## config.mk

```make
export PLATFORM = sky130hd
export DESIGN_NAME = ep_handshake_responder
export DESIGN_NICKNAME = d
export VERILOG_FILES = /design/src/rtl/ep_handshake_responder.sv
export SDC_FILE = /design/constraint.sdc
export NUM_CORES = 1
export LEC_CHECK = 0
export ABC_CLOCK_PERIOD_IN_PS = 2900
export BUFFER_PORTS_ARGS = -buffer_cell sky130_fd_sc_hd__buf_2
export CAP_MARGIN = 20
export CELL_PAD_IN_SITES_DETAIL_PLACEMENT = 1
export CELL_PAD_IN_SITES_GLOBAL_PLACEMENT = 2
export CORE_MARGIN = 4
export CORE_UTILIZATION = 30
export CTS_BUF_LIST = sky130_fd_sc_hd__clkbuf_16
export DETAILED_ROUTE_END_ITERATION = 10
export GPL_ROUTABILITY_DRIVEN = 0
export GPL_TIMING_DRIVEN = 0
export PLACE_DENSITY = 0.82
export SYNTH_ARGS = -nofsm -noshare
export SYNTH_HDL_FRONTEND = slang
export SYNTH_SLANG_ARGS = --single-unit
```

## constraint.sdc

```tcl
create_clock -name clk -period 2.9 [get_ports clk]
set_clock_uncertainty 0.1 [all_clocks]
set_input_delay 0.29 -clock clk [delete_from_list [all_inputs] [get_ports clk]]
set_output_delay 0.29 -clock clk [all_outputs]
set_load 0.03 [all_outputs]
```

## src/rtl/ep_handshake_responder.sv

```systemverilog
module ep_handshake_responder #(
  parameter int NBANK = 3
) (
  input  logic       clk,
  input  logic       rst_n,
  input  logic       tok_in,
  input  logic       tok_out,
  input  logic       tok_ping,
  input  logic       tok_setup,
  input  logic       pkt_valid,
  input  logic [1:0] pkt_pid,
  input  logic       setup_dir,
  input  logic       bank_free,
  input  logic       bank_ready,
  input  logic       in_acked,
  input  logic       bank_release,
  input  logic       fw_stall,
  input  logic       fw_nak_in_clr,
  input  logic       fw_setup_clr,
  input  logic       tgl_clear,
  input  logic       ep_flush,
  input  logic       ep_disable,
  input  logic       ep_is_in,
  output logic [1:0] hs_code,
  output logic       keep_data,
  output logic [1:0] tgl_next,
  output logic [1:0] tgl_status,
  output logic       ctl_rd,
  output logic       stall_pend,
  output logic       nak_in_flag,
  output logic       nak_out_flag,
  output logic       stall_sent_flag,
  output logic       setup_flag
);
  localparam int BW = (NBANK > 1) ? $clog2(NBANK) : 1;
  localparam logic [BW-1:0] LAST = BW'(NBANK - 1);
  localparam logic [1:0] HS_NONE = 2'd0, HS_ACK = 2'd1, HS_NAK = 2'd2, HS_STALL = 2'd3;
  localparam logic [1:0] DATA1 = 2'd1;
  localparam logic [1:0] P_IDLE = 2'd0, P_OUT = 2'd1, P_SETUP = 2'd2;

  logic [1:0] pend_q;
  logic [1:0] hs_d;
  logic       keep_d, stall_go, setup_go, set_nak_in, set_nak_out;
  logic [1:0] pid_bank [NBANK];
  logic [BW-1:0] wr_q, rd_q;
  logic       clr_ep;

  assign clr_ep = ep_flush | ep_disable;

  always_comb begin
    hs_d = HS_NONE;
    keep_d = 1'b0;
    stall_go = 1'b0;
    setup_go = 1'b0;
    set_nak_in = 1'b0;
    set_nak_out = 1'b0;
    if (tok_in) begin
      if (stall_pend) begin
        hs_d = HS_STALL; stall_go = 1'b1;
      end else if (!bank_ready) begin
        hs_d = HS_NAK; set_nak_in = 1'b1;
      end
    end else if (tok_ping) begin
      if (stall_pend) begin
        hs_d = HS_STALL; stall_go = 1'b1;
      end else if (!bank_free) begin
        hs_d = HS_NAK; set_nak_out = 1'b1;
      end else begin
        hs_d = HS_ACK;
      end
    end else if (pkt_valid && pend_q == P_SETUP) begin
      hs_d = HS_ACK; setup_go = 1'b1;
    end else if (pkt_valid && pend_q == P_OUT) begin
      if (stall_pend) begin
        hs_d = HS_STALL; stall_go = 1'b1;
      end else if (!bank_free) begin
        hs_d = HS_NAK; set_nak_out = 1'b1;
      end else begin
        hs_d = HS_ACK; keep_d = (pkt_pid == tgl_next);
      end
    end
  end

  always_ff @(posedge clk) begin
    if (!rst_n || clr_ep)                  pend_q <= P_IDLE;
    else if (tok_out)                      pend_q <= P_OUT;
    else if (tok_setup)                    pend_q <= P_SETUP;
    else if (tok_in || tok_ping || pkt_valid) pend_q <= P_IDLE;
  end

  always_ff @(posedge clk) begin
    if (!rst_n) begin
      hs_code <= HS_NONE;
      keep_data <= 1'b0;
    end else begin
      hs_code <= hs_d;
      keep_data <= keep_d;
    end
  end

  always_ff @(posedge clk) begin
    if (!rst_n || ep_disable)      stall_pend <= 1'b0;
    else if (setup_go || stall_go) stall_pend <= 1'b0;
    else if (fw_stall)             stall_pend <= 1'b1;
  end

  always_ff @(posedge clk) begin
    if (!rst_n || clr_ep) begin
      stall_sent_flag <= 1'b0;
      nak_out_flag <= 1'b0;
      setup_flag <= 1'b0;
      ctl_rd <= 1'b0;
    end else begin
      if (stall_go)         stall_sent_flag <= 1'b1;
      if (set_nak_out)      nak_out_flag <= 1'b1;
      if (setup_go)         setup_flag <= 1'b1;
      else if (fw_setup_clr) setup_flag <= 1'b0;
      if (setup_go)         ctl_rd <= setup_dir;
    end
  end

  always_ff @(posedge clk) begin
    if (!rst_n)             nak_in_flag <= 1'b0;
    else if (set_nak_in)    nak_in_flag <= 1'b1;
    else if (fw_nak_in_clr) nak_in_flag <= 1'b0;
  end

  always_ff @(posedge clk) begin
    if (!rst_n || ep_disable || tgl_clear || setup_go) tgl_next <= DATA1;
    else if (keep_d || in_acked) tgl_next <= {1'b0, ~tgl_next[0]};
  end

  always_ff @(posedge clk) begin
    if (!rst_n || clr_ep) begin
      wr_q <= '0;
      rd_q <= '0;
    end else begin
      if (keep_d)       wr_q <= (wr_q == LAST) ? '0 : wr_q + 1'b1;
      if (bank_release) rd_q <= (rd_q == LAST) ? '0 : rd_q + 1'b1;
    end
  end

  for (genvar b = 0; b < NBANK; b++) begin : g_bank
    always_ff @(posedge clk) begin
      if (!rst_n || clr_ep)              pid_bank[b] <= DATA1;
      else if (keep_d && wr_q == BW'(b)) pid_bank[b] <= pkt_pid;
    end
  end

  assign tgl_status = ep_is_in ? tgl_next : pid_bank[rd_q];

  p_stall_flag_r3: assert property (@(posedge clk) disable iff (!rst_n)
    (hs_code == HS_STALL) |-> (stall_sent_flag && !stall_pend));
  p_setup_ack_r4: assert property (@(posedge clk) disable iff (!rst_n)
    $rose(setup_flag) |-> (hs_code == HS_ACK && !stall_pend && tgl_next == DATA1));
  p_nak_flag_r5: assert property (@(posedge clk) disable iff (!rst_n)
    (hs_code == HS_NAK) |-> (nak_in_flag || nak_out_flag));
  p_keep_ack_r7: assert property (@(posedge clk) disable iff (!rst_n)
    keep_data |-> (hs_code == HS_ACK));
  p_tgl_legal_r7: assert property (@(posedge clk) disable iff (!rst_n)
    !tgl_next[1]);
  p_dis_tgl_r10: assert property (@(posedge clk) disable iff (!rst_n)
    ep_disable |=> (tgl_next == DATA1 && !stall_pend));
  p_flush_flags_r11: assert property (@(posedge clk) disable iff (!rst_n)
    ep_flush |=> (!nak_out_flag && !stall_sent_flag && !setup_flag));
endmodule

```

# Word level (Yosys, flattened, before mapping)
# Memory sizes are Yosys's and may differ from the RTL's. A register that Yosys moved wholly into a read port is not among the register bits.
# Index checks and enable logic that the tools add are counted.
totals:
  ff_bits: 16
  latch_bits: 0
  ram_bits: 6
  romBits: 0
  input_bits: 21
  output_inout_bits: 13
  elab_cells: 105
  memories: 1
op_classes:
  n_addsub: 2
  multipliers: 0
  div_mod_pow: 0
  n_lt_le_gt_ge: 0
  eq_ne: 6
  n_shift: 0
  n_mux: 57
  bitwise_logic: 5
  n_reduce_logical: 21
mem_list:
  columns: ["name", "words", "word_bits", "read_ports", "rd_ports_with_merged_regs", "write_ports", "line", "source"]
  rows:
  - ["pid_bank", 3, 2, 1, 1, 3, "44", "logic [1:0] pid_bank [NBANK];"]
op_table:
  columns: ["operator", "n"]
  rows:
  - ["$mux W1", 39]
  - ["$mux W2", 18]
  - ["$logic_or A1 B1 Y1", 8]
  - ["$eq A2 B2 Y1 const B", 3]
  - ["$reduce_bool A2 Y1", 3]
  - ["$logic_and A1 B1 Y1", 5]
  - ["$add A2 B1 Y2 const B", 2]
  - ["$eq A2 B1 Y1 const B", 2]
  - ["$or A1 B1 Y1", 4]
  - ["$reduce_or A2 Y1", 2]
  - ["$reduce_bool A3 Y1", 1]
  - ["$eq A2 B1 Y1", 1]
  - ["$logic_not A2 Y1", 1]
  - ["$logic_not A1 Y1", 1]
  - ["$not A1 Y1", 1]

# Longest topological paths before layout
# Gate-level depths: netlist (run 1).
depth:
  depth_word: 12
  depth_mapped: 5
  ltp_nobuf: 4

# Worst setup path before layout (run 1)
# OpenSTA, ideal clock, no wires.
synth_timing:
  kind: "reg-to-reg"
  from: "reg stall_pend"
  to: "mem pid_bank[0][0] (data pin)"
  setup_ps: 265
  arrival_time_ps: 1563
  required_ps: 2535
  setup_slack_ps: 972
  stages_incl_launch_ff: 5
  n_path_buf: 0
  period_less_slack_ps: 1928
  path_cell_list: "dfxtp_1 nor4_2 nand4_1 or3_1 or3_1"
synth_rtl:
  columns: ["element", "line", "source"]
  rows:
  - ["start, declared", "29", "output logic stall_pend,"]
  - ["start signal, assigned", "102", "if (!rst_n || ep_disable) stall_pend <= 1'b0;"]
  - ["start signal, assigned", "103", "else if (setup_go || stall_go) stall_pend <= 1'b0;"]
  - ["start signal, assigned", "104", "else if (fw_stall) stall_pend <= 1'b1;"]
  - ["end, declared", "44", null]

==> impl_metrics.toml, run 1 <==
[run_status]
status = "complete, no violations"

[critical_path]
cp.required_ns = 2.80
critPathCaptureType = "register"
slowest_delay_ns = 0.40
timing.critical_path.mode_cell = "or3_1"
cp-start-kind = "register"
worstSetupPathType = "reg -> reg"
arrival_ns = 1.84
cp_max_fo = 8
rr_worst_depth = 4
cp_cell_sequence = "nor4_2 > nand4_1 > or3_1 > or3_1"
critPathSlowestCell = "dfxtp_1"

[cts]
htree_levels = 1
hold_buffers = 0
root_buffer = "clkbuf_16"
cts_buffers = 3
tritoncts = "built"
clkTransAtPathRegs_ns = 0.07
post_cts_buffers = 0
cts_sinks = 24
cts_buffer_depth = 2
clk_latency_ns = 0.26
ctsResizeCount = 0

[synth]
ys.flop_type = "dfxtp_1"
synth.distinct_cells = 33
synth_area_sq_um = 983.4
yosysWarningCount = 0
synth_top_area_share_pct = 36.64
ys_ff_latch = 24
async_flop_share_pct = 0
synth_edf_count = 6
synth_top_cell_by_area = "dfxtp_1"
avgSynthCellArea_sq_um = 9.834
synthTopCellsByArea = "dfxtp_1 37%, edfxtp_1 18%, a21oi_1 4.6%"
seq_area_frac_synth_pct = 54.96
synth_cells = 100

[route]
wl_per_cell_um = 12.62
viasPerCell = 4.632
drtIter0Drc = 8
drc = 0
drt_wl_total_mm = 2.297
vias = 843
postRouteAntennaNets = 0
dr.pass1.iters = 2

[timing]
worst_slew_pin_slew_ns = 0.5344
fin_crit_ns = 1.939
tns_ns = 0
fin_crit_sh_pct = 66.85
setup_violations = 0
rsz0062_at_grt = "no"
slew_viol_final = 0
clock.fmax_mhz = 515.8
max-slew-margin-rel_pct = 64.29
hold_viol = 0

[global_route]
grt_pass1_vias = 876
grt.total_usage_pct = 11.60
grt-ovfl-total = 0
antenna_found_initial = 0
grt_max_degree = 15
grt_first_pass_wirelength_mm = 3.829

[final_layout]
antenna_cells = 0
final_cell_mix = "31 x buf_2, 18 x dfxtp_1, 10 x nor2_1"
fin_util_pct = 42.06
syn_to_final_growth_pct = 32.70
fin_cells = 182
num-nets-final = 160
final_common_cell = "buf_2"
drive_gt1_share_pct = 27.54

[floorplan]
core-area_sq_um = 3103
num_rows = 20
fp.dieW_um = 65.26
die_h_um = 65.26
initial_utilization_pct = 31.69
die_area_sq_um = 4258
pin_count = 34

[power]
p_per_area_nw_per_um2 = 599.4
vdd_drop_max_mv = 0.1729
p_total_uw = 782.3
leakage_nw = 0.5307

[place]
placed_cells_incl_taps = 178
dp_hpwl_mm = 1.854
portBuffers = 31

[run]
max-cap-violations = 0

[hold_path]
hold_depth = 2
min_path_type = "in -> reg"
power breakdown:
part	total [mW]	switching, mW	internal (mW)
logic	0.0675	0.0406	0.0270
registers	0.357	0.00501	0.352
clock network	0.358	0.119	0.240
critical path: cells and delay by family, from the launching register on:
family	cells	cell delay [ns]
and+or+nand+nor	4	1.19
DFF	1	0.40
logic make-up after synthesis:
group / share of synthesized area [%]
AO/OA/AOI/OAI: 11.07
XOR/XNOR: 0.8907
buffers and inverters: 2.798
flip-flops: 54.96
multiplexers: 4.071
other: 0.3813
AND/OR/NAND/NOR: 25.83
state kept, by name, summed over array words and instances, names as in the netlist, named ones only:
name	count
stall_sent_flag	1
stall_pend	1
nak_out_flag	1
keep_data	1
pend_q	2
rd_q	2
pid_bank	6
hs_code	2
ctl_rd	1
setup_flag	1
tgl_next	1
wr_q	2
nak_in_flag	1
layout make-up:
class                   count  area (sq um)
well taps                  44         55.05
plain buffers               3         16.27
repair buffers             31         155.1
flip-flops and latches     24         540.5
clock buffers               4         100.1
inverters                   3         11.26
multi-input cells          73         426.7
fillers                   382          1798
through the flow:
stage               worst slack, ns  area (sq um)  hold slack, ns
global placement             0.9790          1205          0.3448
detailed placement           0.9377          1205          0.3483
finish                       0.9614          1305          0.1191
global route                 0.8632          1305          0.1242
floorplan                    0.9720         994.7          0.2693
CTS                          0.9605          1305          0.1173
metal layers:
layer  vias up  share of wire (%)  GRT usage, %
met5         -                  0             0
met4         0                1.5         4.663
met3         4                5.3         1.880
met2        23                 48         20.73
met1       387                 45         13.68
li1        429                  -             -
Yosys cell counts (all sizes together) (2+ instances only):
cell type / instances
clkbuf: 2
nor3: 4
nand3b: 4
and2: 2
edfxtp: 6
a21oi: 9
nand2: 8
dfxtp: 18
a21boi: 2
nor2: 10
inv: 3
or3: 6
mux2i: 4
o21ai: 4
nor4: 2
worst paths after layout:
check	start	end	slack [ns]
hold / removal	tok_out	pend_q[1]$_SDFFE_PP0P_	0.12
setup reg to reg	stall_pend$_SDFFE_PP0P_	pid_bank[0][0]$_SDFFCE_PN1P_	0.96
setup / recovery	stall_pend$_SDFFE_PP0P_	pid_bank[0][0]$_SDFFCE_PN1P_	0.96
hold reg to reg	nak_out_flag$_SDFFE_PP0P_	nak_out_flag$_SDFFE_PP0P_	0.36
Note: power is estimated with default switching activity, not from simulation.
==> run 2: changes to the inputs <==
==> config.mk (replaced) <==
export PLATFORM = sky130hd
export DESIGN_NAME = ep_handshake_responder
export DESIGN_NICKNAME = d
export VERILOG_FILES = /design/src/rtl/ep_handshake_responder.sv
export SDC_FILE = /design/constraint.sdc
export NUM_CORES = 1
export LEC_CHECK = 0
export ABC_CLOCK_PERIOD_IN_PS = 1700
export BUFFER_PORTS_ARGS = -buffer_cell sky130_fd_sc_hd__buf_2
export CAP_MARGIN = 20
export CELL_PAD_IN_SITES_DETAIL_PLACEMENT = 1
export CELL_PAD_IN_SITES_GLOBAL_PLACEMENT = 2
export CORE_MARGIN = 4
export CORE_UTILIZATION = 25
export CTS_BUF_LIST = sky130_fd_sc_hd__clkbuf_16
export DETAILED_ROUTE_END_ITERATION = 10
export GPL_ROUTABILITY_DRIVEN = 0
export GPL_TIMING_DRIVEN = 0
export PLACE_DENSITY = 0.74
export SYNTH_ARGS = -nofsm -noshare
export SYNTH_HDL_FRONTEND = slang
export SYNTH_SLANG_ARGS = --single-unit
==> constraint.sdc (replaced) <==
create_clock -name clk -period 1.7 [get_ports clk]
set_clock_uncertainty 0.1 [all_clocks]
set_input_delay 0.17 -clock clk [delete_from_list [all_inputs] [get_ports clk]]
set_output_delay 0.17 -clock clk [all_outputs]
set_load 0.03 [all_outputs]
==> run 2 against run 1 <==
Compared with the run above: the flow now finishes with violations (negative setup slack); register-to-register slack lost 1.0 ns; final cell count is 4.4% higher; combinational power increased by 82%; sequential power increased by 70%; power rose by 70%; global-route usage is 2.8 points lower; count of clock-buffer cells in the layout stayed put; largest power group is now sequential cells.
==> impl_metrics.toml, run 2 (synthesized netlist as in run 1, its figures left out) <==
[route]
drtIter0Drc = 9
dr.pass1.iters = 4
drt_wl_total_mm = 2.244
postRouteAntennaNets = 0
vias = 856
viasPerCell = 4.505
wl_per_cell_um = 11.81
drc = 0

[floorplan]
die_area_sq_um = 5001
core-area_sq_um = 3744
num_rows = 22
initial_utilization_pct = 26.27
die_h_um = 70.72
fp.dieW_um = 70.72
pin_count = 34

[power]
p_sw_share_pct = 20.31
vdd_drop_max_mv = 0.3325
seqPwrFrac_pct = 45.7
leakage_nw = 0.5599
combPwrFrac_pct = 9.2
p_switching_uw = 269.6
p_per_area_nw_per_um2 = 962.8
p_int_mw = 1.058
clkPwrFrac_pct = 45.0

[final_layout]
num-nets-final = 164
finalInstanceArea_sq_um = 1379
drive_gt1_share_pct = 33.80
syn_to_final_growth_pct = 40.20
largest-register = "pid_bank"
largest_reg_flops = 6
antenna_cells = 0
final_common_cell = "buf_2"
final_cell_mix = "31 x buf_2, 14 x dfxtp_1, 10 x nor2_1"

[critical_path]
arrival_ns = 1.63
crit_path_start = "pend_q[1]$_SDFFE_PP0P_"
worstSetupPathType = "reg -> reg"
critPathCaptureType = "register"
r2r_start = "pend_q[1]$_SDFFE_PP0P_"
cp_max_fo = 4
critPathSlowestCell = "or3_4"
slowest_delay_ns = 0.36
cp.required_ns = 1.60
cp_cell_sequence = "and3b_2 > nand4_1 > or3_4 > or3_1"
cp-start-kind = "register"

[timing]
rsz0062_at_grt = "yes"
worst_slew_pin_slew_ns = 0.5302
clock.fmax_mhz = 576.3
hold_viol = 0
setup_slack_ns = -0.03513
slew_viol_final = 0
fin_crit_ns = 1.735
fin_crit_sh_pct = 102.1
max-slew-margin-rel_pct = 64.57
tns_ns = -0.03513
setup_violations = 1

[hold_path]
min_path_type = "in -> reg"
worstHoldStart = "fw_stall"

[run_status]
status = "finished, violations left"
violations = "negative setup slack"

[cts]
htree_levels = 1
clkTransAtPathRegs_ns = 0.06
clk_latency_ns = 0.25
cts_buffer_depth = 2
root_buffer = "clkbuf_16"
cts_sinks = 24
cts_buffers = 3
tritoncts = "built"

[run]
max-cap-violations = 0

[place]
dp_hpwl_mm = 1.802
portBuffers = 31
place_area_sq_um = 1217

[global_route]
grt-ovfl-total = 0
grt.total_usage_pct = 8.760
grt_max_degree = 15
antenna_found_initial = 0
grt_first_pass_wirelength_mm = 3.601
grt_pass1_vias = 877
-- run 2: final timing paths --
kind | endpoint | slack, ns | depth (start not counted)
worst max-delay path | pid_bank[0][0]$_SDFFCE_PN1P_ | -0.04 | 4
worst min-delay path | stall_pend$_SDFFE_PP0P_ | 0.05 | 3
worst max register to register | pid_bank[0][0]$_SDFFCE_PN1P_ | -0.04 | 4
worst min register to register | setup_flag$_SDFFE_PP0P_ | 0.37 | 2
-- run 2: repair_timing --
action                                  CTS  global route
endpoints found under the hold margin     2             0
endpoints found under the setup margin    2             3
buffers inserted                          1             1
cloned                                    0             0
pin swaps                                 1             1
hold buffers                              2             0
gates resized for setup                   3             4
-- run 2: power groups by stage --
stage	clock [mW]	combinational, mW	sequential, mW
after floorplan	0	0.0531	0.631
after global placement	0	0.113	0.619
after detailed placement	0	0.116	0.619
after CTS	0.620	0.122	0.607
after global routing	0.647	0.136	0.608
final	0.598	0.123	0.607
-- run 2: layout make-up --
class                   count  area (sq um)
flip-flops and latches     24         550.5
repair buffers             35         190.2
clock buffers               4         100.1
fillers                   460          2365
multi-input cells          73         450.4
well taps                  48         60.06
plain buffers               3         16.27
inverters                   3         11.26
-- run 2: routing by layer --
layer / vias to the layer above / GRT usage, % / share of wire [%]
met4: 0 / 2.505 / 0.62
li1: 440 / - / -
met2: 22 / 16.27 / 51
met5: - / 0 / 0
met1: 392 / 9.661 / 43
met3: 2 / 2.415 / 5.3
-- run 2: worst max-delay path: cells and delay by family (launching register included) --
family | cells | cell delay, ns
flip-flops | 1 | 0.32
AND/OR/NAND/NOR | 4 | 1.05
-- run 2: through the flow --
step	std cells	hold WS (ns)	worst slack [ns]	total power, mW	util (%)
4_1_cts	189	0.05867	-0.05228	1.349	36.23
3_5_place_dp	182	0.2569	-0.1820	0.7353	32.52
6_report	190	0.05486	-0.03513	1.327	36.83
3_3_place_gp	182	0.2519	-0.1162	0.7314	32.52
2_1_floorplan	103	0.1493	0.01227	0.6839	-
5_1_grt	190	0.05666	-0.09070	1.391	36.83
